$ cat src/rtl/tqg_pkg.sv
package tqg_pkg;

    localparam int NSW = 30;
    localparam int SECW = 32;
    localparam logic [31:0] NS_PER_SEC = 32'd1_000_000_000;
    localparam logic [31:0] OVERHEAD_BYTES = 32'd20;

    typedef enum logic [2:0] {
        LS_10   = 3'd0,
        LS_100  = 3'd1,
        LS_1G   = 3'd2,
        LS_2G5  = 3'd3
    } lspd_e;

    // Live schedule view handed from the phase tracker to every gate
    typedef struct packed {
        logic           live;
        logic [NSW-1:0] pos;
    } phase_t;

    // a - b in ns, assuming the two stamps lie less than a second apart
    function automatic logic [31:0] ns_gap(input logic [SECW-1:0] sa,
                                           input logic [NSW-1:0]  na,
                                           input logic [SECW-1:0] sb,
                                           input logic [NSW-1:0]  nb);
        if (sa == sb)
            return {2'b00, na} - {2'b00, nb};
        return {2'b00, na} + NS_PER_SEC - {2'b00, nb};
    endfunction

    function automatic logic time_ge(input logic [SECW-1:0] sa,
                                     input logic [NSW-1:0]  na,
                                     input logic [SECW-1:0] sb,
                                     input logic [NSW-1:0]  nb);
        return {sa, na} >= {sb, nb};
    endfunction

    // Wire time of a frame including preamble and inter-frame gap
    function automatic logic [31:0] wire_ns(input logic [15:0] len,
                                            input logic [2:0]  spd);
        logic [31:0] bits;
        bits = ({16'd0, len} + OVERHEAD_BYTES) << 3;
        case (spd)
            LS_10:   return bits * 32'd100;
            LS_100:  return bits * 32'd10;
            LS_2G5:  return (bits * 32'd2 + 32'd4) / 32'd5;
            default: return bits;
        endcase
    endfunction

endpackage

$ cat src/rtl/tqg_phase.sv
module tqg_phase
    import tqg_pkg::*;
(
    input  logic            clk,
    input  logic            rst,
    input  logic            en,
    input  logic            fut_dis,
    input  logic [SECW-1:0] now_sec,
    input  logic [NSW-1:0]  now_ns,
    input  logic [NSW-1:0]  cycle_ns,
    input  logic [SECW-1:0] base_sec_in,
    input  logic            base_sec_wr,
    input  logic [NSW-1:0]  base_ns_in,
    input  logic            base_ns_wr,
    output phase_t          ph
);
    logic            run_q, pend_q;
    logic [SECW-1:0] shadow_q, psec_q, prev_sec_q;
    logic [NSW-1:0]  pns_q, pos_q, prev_ns_q;

    logic            reach, run_now;
    logic [31:0]     step, inc, fresh;
    logic [NSW-1:0]  pos_now;

    always_comb begin
        reach   = pend_q && time_ge(now_sec, now_ns, psec_q, pns_q);
        run_now = run_q || reach;
        step    = ns_gap(now_sec, now_ns, prev_sec_q, prev_ns_q);
        inc     = {2'b00, pos_q} + step;
        if (inc >= {2'b00, cycle_ns})
            inc = inc - {2'b00, cycle_ns};
        fresh   = ns_gap(now_sec, now_ns, psec_q, pns_q);
        if (fresh >= {2'b00, cycle_ns})
            fresh = fresh - {2'b00, cycle_ns};
        if (reach)
            pos_now = fresh[NSW-1:0];
        else if (run_q)
            pos_now = inc[NSW-1:0];
        else
            pos_now = '0;
        ph = '{live: run_now, pos: pos_now};
    end

    always_ff @(posedge clk) begin
        if (rst) begin
            run_q      <= 1'b0;
            pend_q     <= 1'b0;
            shadow_q   <= '0;
            psec_q     <= '0;
            pns_q      <= '0;
            pos_q      <= '0;
            prev_sec_q <= '0;
            prev_ns_q  <= '0;
        end else begin
            prev_sec_q <= now_sec;
            prev_ns_q  <= now_ns;
            if (base_sec_wr)
                shadow_q <= base_sec_in;
            if (!en) begin
                run_q  <= 1'b0;
                pend_q <= 1'b0;
                pos_q  <= '0;
            end else begin
                run_q <= run_now;
                pos_q <= pos_now;
                if (reach)
                    pend_q <= 1'b0;
                if (base_ns_wr) begin
                    if (run_now || fut_dis) begin
                        pend_q <= 1'b1;
                        psec_q <= shadow_q;
                        pns_q  <= base_ns_in;
                    end else begin
                        run_q <= 1'b1;
                        pos_q <= '0;
                    end
                end
            end
        end
    end

    AST_POS_BELOW_CYCLE: assert property (@(posedge clk) disable iff (rst)
        run_q |-> pos_q < cycle_ns);
    AST_DEFER_HOLDS: assert property (@(posedge clk) disable iff (rst)
        (en && fut_dis && base_ns_wr && !run_now) |=> !run_q);
    AST_OLD_CYCLE_KEEPS: assert property (@(posedge clk) disable iff (rst)
        (en && run_q) |=> run_q);

endmodule

$ cat src/rtl/tqg_gate.sv
module tqg_gate
    import tqg_pkg::*;
(
    input  logic            clk,
    input  logic            rst,
    input  logic            en,
    input  logic            strict_en,
    input  logic            lmode,
    input  logic            vld,
    input  logic [NSW-1:0]  w_start,
    input  logic [NSW-1:0]  w_end,
    input  logic [NSW-1:0]  cycle_ns,
    input  logic [2:0]      spd,
    input  logic [15:0]     len,
    input  logic [SECW-1:0] l_sec,
    input  logic [NSW-1:0]  l_ns,
    input  logic [SECW-1:0] now_sec,
    input  logic [NSW-1:0]  now_ns,
    input  logic [NSW-1:0]  ofs,
    input  phase_t          ph,
    output logic            ok
);
    logic [31:0]     dur, fin, adj_ns;
    logic [SECW-1:0] adj_sec;
    logic            open_all, gate, fit, lok;

    always_comb begin
        dur      = wire_ns(len, spd);
        fin      = {2'b00, ph.pos} + dur;
        open_all = (w_start == '0) && (w_end >= cycle_ns);
        if (ph.live)
            gate = (ph.pos >= w_start) && (ph.pos < w_end);
        else
            gate = open_all;
        fit = !(strict_en && ph.live) ||
              ((fin <= {2'b00, w_end}) && (fin <= {2'b00, cycle_ns}));
        adj_ns  = {2'b00, now_ns} + {2'b00, ofs};
        adj_sec = now_sec;
        if (adj_ns >= NS_PER_SEC) begin
            adj_ns  = adj_ns - NS_PER_SEC;
            adj_sec = now_sec + 1'b1;
        end
        lok = !lmode || time_ge(adj_sec, adj_ns[NSW-1:0], l_sec, l_ns);
        ok  = en ? (vld && gate && fit && lok) : vld;
    end

    AST_NO_HEAD_NO_GO: assert property (@(posedge clk) disable iff (rst)
        !vld |-> !ok);
    AST_IDLE_ONLY_OPEN: assert property (@(posedge clk) disable iff (rst)
        (en && !ph.live && !((w_start == '0) && (w_end >= cycle_ns))) |-> !ok);
    AST_STRICT_CYCLE_FIT: assert property (@(posedge clk) disable iff (rst)
        (en && strict_en && ph.live && ok) |-> ({2'b00, ph.pos} + dur <= {2'b00, cycle_ns}));

endmodule

$ cat src/rtl/txq_gate_sched.sv
module txq_gate_sched
    import tqg_pkg::*;
#(
    parameter int NQ     = 4,
    parameter int LEN_W  = 14,
    parameter int OFS_10   = 600,
    parameter int OFS_100  = 200,
    parameter int OFS_1G   = 80,
    parameter int OFS_2G5  = 40
) (
    input  logic                clk,
    input  logic                rst,
    input  logic                tsn_en,
    input  logic                strict_en,
    input  logic                sched_defer,
    input  logic [2:0]          link_spd,
    input  logic [31:0]         now_sec,
    input  logic [29:0]         now_ns,
    input  logic [29:0]         cycle_ns,
    input  logic [31:0]         base_sec,
    input  logic                base_sec_wr,
    input  logic [29:0]         base_ns,
    input  logic                base_ns_wr,
    input  logic [NQ*30-1:0]    win_start,
    input  logic [NQ*30-1:0]    win_end,
    input  logic [NQ-1:0]       launch_mode,
    input  logic [NQ-1:0]       head_vld,
    input  logic [NQ*LEN_W-1:0] head_len,
    input  logic [NQ*32-1:0]    launch_sec,
    input  logic [NQ*30-1:0]    launch_ns,
    output logic [NQ-1:0]       tx_ok
);
    phase_t         ph;
    logic [NSW-1:0] ofs;

    always_comb begin
        case (link_spd)
            LS_10:   ofs = NSW'(OFS_10);
            LS_100:  ofs = NSW'(OFS_100);
            LS_1G:   ofs = NSW'(OFS_1G);
            LS_2G5:  ofs = NSW'(OFS_2G5);
            default: ofs = '0;
        endcase
    end

    tqg_phase u_phase (
        .clk         (clk),
        .rst         (rst),
        .en          (tsn_en),
        .fut_dis     (sched_defer),
        .now_sec     (now_sec),
        .now_ns      (now_ns),
        .cycle_ns    (cycle_ns),
        .base_sec_in (base_sec),
        .base_sec_wr (base_sec_wr),
        .base_ns_in  (base_ns),
        .base_ns_wr  (base_ns_wr),
        .ph          (ph)
    );

    for (genvar q = 0; q < NQ; q++) begin : g_q
        tqg_gate u_gate (
            .clk       (clk),
            .rst       (rst),
            .en        (tsn_en),
            .strict_en (strict_en),
            .lmode     (launch_mode[q]),
            .vld       (head_vld[q]),
            .w_start   (win_start[q*30 +: 30]),
            .w_end     (win_end[q*30 +: 30]),
            .cycle_ns  (cycle_ns),
            .spd       (link_spd),
            .len       (16'(head_len[q*LEN_W +: LEN_W])),
            .l_sec     (launch_sec[q*32 +: 32]),
            .l_ns      (launch_ns[q*30 +: 30]),
            .now_sec   (now_sec),
            .now_ns    (now_ns),
            .ofs       (ofs),
            .ph        (ph),
            .ok        (tx_ok[q])
        );
    end

    AST_BYPASS_WHEN_OFF: assert property (@(posedge clk) disable iff (rst)
        !tsn_en |-> tx_ok == head_vld);

endmodule

$ cat config.mk
export PLATFORM = sky130hd
export DESIGN_NAME = txq_gate_sched
export DESIGN_NICKNAME = d
export VERILOG_FILES = /design/src/rtl/tqg_pkg.sv /design/src/rtl/tqg_phase.sv /design/src/rtl/tqg_gate.sv /design/src/rtl/txq_gate_sched.sv
export SDC_FILE = /design/constraint.sdc
export NUM_CORES = 2
export LEC_CHECK = 0
export ABC_AREA = 1
export BUFFER_PORTS_ARGS = -buffer_cell sky130_fd_sc_hd__buf_2
export CORE_MARGIN = 2
export CORE_UTILIZATION = 28
export DETAILED_ROUTE_END_ITERATION = 6
export GPL_TIMING_DRIVEN = 0
export PLACE_DENSITY_LB_ADDON = 0.12
export SYNTH_ARGS = -nofsm -noshare
export SYNTH_HDL_FRONTEND = slang
export SYNTH_SLANG_ARGS = --single-unit
$ cat constraint.sdc
create_clock -name clk -period 25.3 [get_ports clk]
set_input_delay 0 -clock clk [delete_from_list [all_inputs] [get_ports clk]]
set_output_delay 0 -clock clk [all_outputs]
set_load 0.01 [all_outputs]
==> impl_metrics.ini <==
[outcome]
status = complete, but fails checks
violations = capacitance limit, slew limit

[clock_tree]
cts_buffer_depth = 2
cts_sinks = 188
htree_levels = 4
insertion_delay_ps = 500
clk_pin_slew_ps = 80
root_buffer = clkbuf_16
cts_tree = built
numCtsBuffers = 17

[detailed_routing]
remaining_drc_errors = 0
avgRoutedWirePerCell_um = 22.0
route.vias.total = 71685
routed_wl_um = 315000
firstDrtPassIters = 6
drtIter0Drc = 4406
via_per_inst = 4.99
postRouteAntennaNets = 0

[synth]
synthDistinctLibCells = 83
syn_area_um2 = 66100
ys_seq_elements = 188
avgSynthCellArea_um2 = 6.46
yosysSeqAreaShare_pct = 5.69
async_reset_ff_share_pct = 0
synth_nets = 12566
synth_ff_type = dfxtp_1
synth_edf_count = 0
synthCells = 10241
yosys_warnings = 0

[pwr]
pwr-share-clk_pct = 3.8
combPwrFrac_pct = 91.8
p_leak_nw = 42.5
p_int_mw = 2.71
power_density_nw_per_um2 = 95.9
switching_share_pct = 63.1
vdd_ir_drop_max_v = 0.000221
seqPwrFrac_pct = 4.3
power_switching_mw = 4.63

[global_route]
globalRouteOverflowTotal = 0
grt_pass1_wl_um = 454000
track_usage_pct = 25.2
grt_pass1_vias = 69375
grt_max_degree = 21
grtUsageMet2_pct = 43.7
gr-usage-met3_pct = 1.89
grt_antenna_before_repair = 112
met1_usage_pct = 31.5
top_usage_layer = met2

[timing]
rsz0062_at_grt = false
clock.fmax_mhz = 53.1
fin_crit_ps = 18820
skew_ps = 12.9
setup_viol = 0
worst_pin_slew_ps = 1510
period_share_pct = 74.4
relSlewSlack_pct = -0.351
finalHoldViolCount = 0
setup-tns-final_ps = 0
slew_viol_final = 10

[floorplan]
fp.dieH_um = 490
dieWidth_um = 490
die_area_um2 = 240000
num_rows = 178
core_area_um2 = 235000
io_pins = 720
start_util_pct = 28.1

[place]
place_congestion = 0.947
placed_area_um2 = 74600
hpwlAfterDp_um = 273000
portBuffers = 715

[setup_path]
critPathLaunchType = input port
critPathKind = input port to output port
arrival_ps = 18820
cp-end-kind = output port
critPathSlowestCell = nor4_2
crit_top_cell = nand2_1
worstPathRequired_ps = 25300
crit_fanout = 9
cp_slowest_stage_delay_ps = 750

[layout]
nets = 13454
drive_above_1_share_pct = 11.7
stdcell_area_um2 = 76600
syn2layout_area_growth_pct = 15.8

[run]
cap_violations = 1

[min_path]
hold_path.class = input port to flop
kinds of logic (layout without fill, tap and decap cells):
| kind of cell | Yosys count | in the layout | synth area share, % |
|---|---|---|---|
| simple gates | 4031 | 4031 | 28.4 |
| buf+inv | 2068 | 2969 | 12.0 |
| compound gates | 1891 | 1891 | 16.7 |
| fa+ha+maj | 1609 | 1609 | 31.1 |
| xor+xnor | 454 | 454 | 6.11 |
| flops | 188 | 188 | 5.69 |
| other cells | 0 | 65 | 0 |
layout by cell type (no fill, tap or decap), types with 40 or more instances in the layout:
| master | Yosys | final |
|---|---|---|
| o21bai_1 | 70 | 70 |
| a221oi_1 | 67 | 67 |
| a21oi_1 | 837 | 837 |
| ha_1 | 1555 | 1555 |
| nor2_2 | 40 | 40 |
| clkbuf_1 | 90 | 87 |
| diode_2 | 0 | 65 |
| nand2_1 | 1881 | 1881 |
| xor2_1 | 342 | 342 |
| xnor2_1 | 105 | 105 |
| nand4_1 | 288 | 288 |
| dlygate4sd3_1 | 0 | 122 |
| nand2_2 | 118 | 118 |
| o211ai_1 | 88 | 88 |
| buf_2 | 7 | 724 |
| inv_2 | 62 | 63 |
| nor2_1 | 768 | 768 |
| o21ai_0 | 496 | 470 |
| nor4_1 | 75 | 75 |
| dfxtp_1 | 188 | 188 |
| inv_1 | 1838 | 1837 |
| nand3_2 | 71 | 71 |
| nand3_1 | 481 | 481 |
| fa_1 | 54 | 54 |
| nor3_1 | 105 | 104 |
| a211oi_1 | 56 | 56 |
metrics by stage:
stage                     total power, mW  std cells  setup slack [ps]  util (%)  hold slack, ps
after floorplan                      5.47      10241             11240         -             107
after global placement               6.86      14106              3970      31.3             226
after detailed placement             6.99      14136              6490      31.7             225
after CTS                            7.33      14290              6410      32.5            9.80
after global routing                 8.31      14348              4600      32.6            61.0
final                                7.35      14357              6480      32.6            46.0
flip-flops by register name, summed over array words and instances (netlist names):
name                count
u_phase.prev_sec_q     32
u_phase.psec_q         32
u_phase.shadow_q       32
u_phase.pns_q          30
u_phase.pos_q          30
u_phase.prev_ns_q      30
u_phase.pend_q          1
u_phase.run_q           1
repair_timing:
action,4_1_cts,5_1_grt
setup buffers,0,0
gates resized for setup,0,0
hold buffers,122,0
endpoints found under the hold margin,119,0
worst max-delay path: cells and delay by family:
family / cells / cell delay (ps)
compound gates: 26 / 4110
xor+xnor: 2 / 360
fa+ha+maj: 8 / 2400
buf+inv: 13 / 1540
simple gates: 70 / 10330
final timing paths:
| path | start | to | slack [ps] | cells past startpoint |
|---|---|---|---|---|
| min | tsn_en | u_phase.pns_q[0]$_SDFFE_PP0P_ | 50 | 5 |
| max reg2reg | u_phase.prev_sec_q[10]$_SDFF_PP0_ | u_phase.pos_q[0]$_SDFF_PP0_ | 14280 | 39 |
| max | head_len[16] | tx_ok[1] | 6480 | 119 |
| min reg2reg | u_phase.psec_q[9]$_SDFFE_PP0P_ | u_phase.psec_q[9]$_SDFFE_PP0P_ | 460 | 2 |
layout make-up:
| class | count | area [µm²] |
|---|---|---|
| Antenna cell | 65 | 163 |
| Buffer | 127 | 653 |
| Clock buffer | 17 | 425 |
| Clock inverter | 15 | 168 |
| Fill cell | 26037 | 158000 |
| Inverter | 1941 | 7300 |
| Multi-Input combinational cell | 7985 | 54700 |
| Sequential cell | 188 | 3760 |
| Tap cell | 3150 | 3940 |
| Timing Repair Buffer | 869 | 5460 |
metal layers:
| metal | part of all wire (%) | routed length (µm) |
|---|---|---|
| met2 | 47 | 150000 |
| met3 | 3.6 | 11500 |
| met1 | 44 | 138000 |
| met4 | 5.0 | 15700 |
| met5 | 0.030 | 95 |
power by group through the flow:
stage,sequential [mW],clock [mW],combinational [mW]
detailed placement,0.325,0,6.66
floorplan,0.323,0,5.15
global placement,0.325,0,6.53
CTS,0.318,0.292,6.72
finish,0.318,0.282,6.75
global route,0.320,0.299,7.69
synthesized netlist by cell type (75+ instances only):
master / n / share of area, %
dfxtp_1: 188 / 5.7
xor2_1: 342 / 4.5
ha_1: 1555 / 29
clkbuf_1: 90 / 0.51
nor2_1: 768 / 4.4
xnor2_1: 105 / 1.4
nor4_1: 75 / 0.71
a21oi_1: 837 / 6.3
o21ai_0: 496 / 3.8
inv_1: 1838 / 10
nand4_1: 288 / 2.7
nand3_1: 481 / 3.6
nor3_1: 105 / 0.79
nand2_2: 118 / 1.1
nand2_1: 1881 / 11
o211ai_1: 88 / 1.0
(Power assumes the default switching activity.)
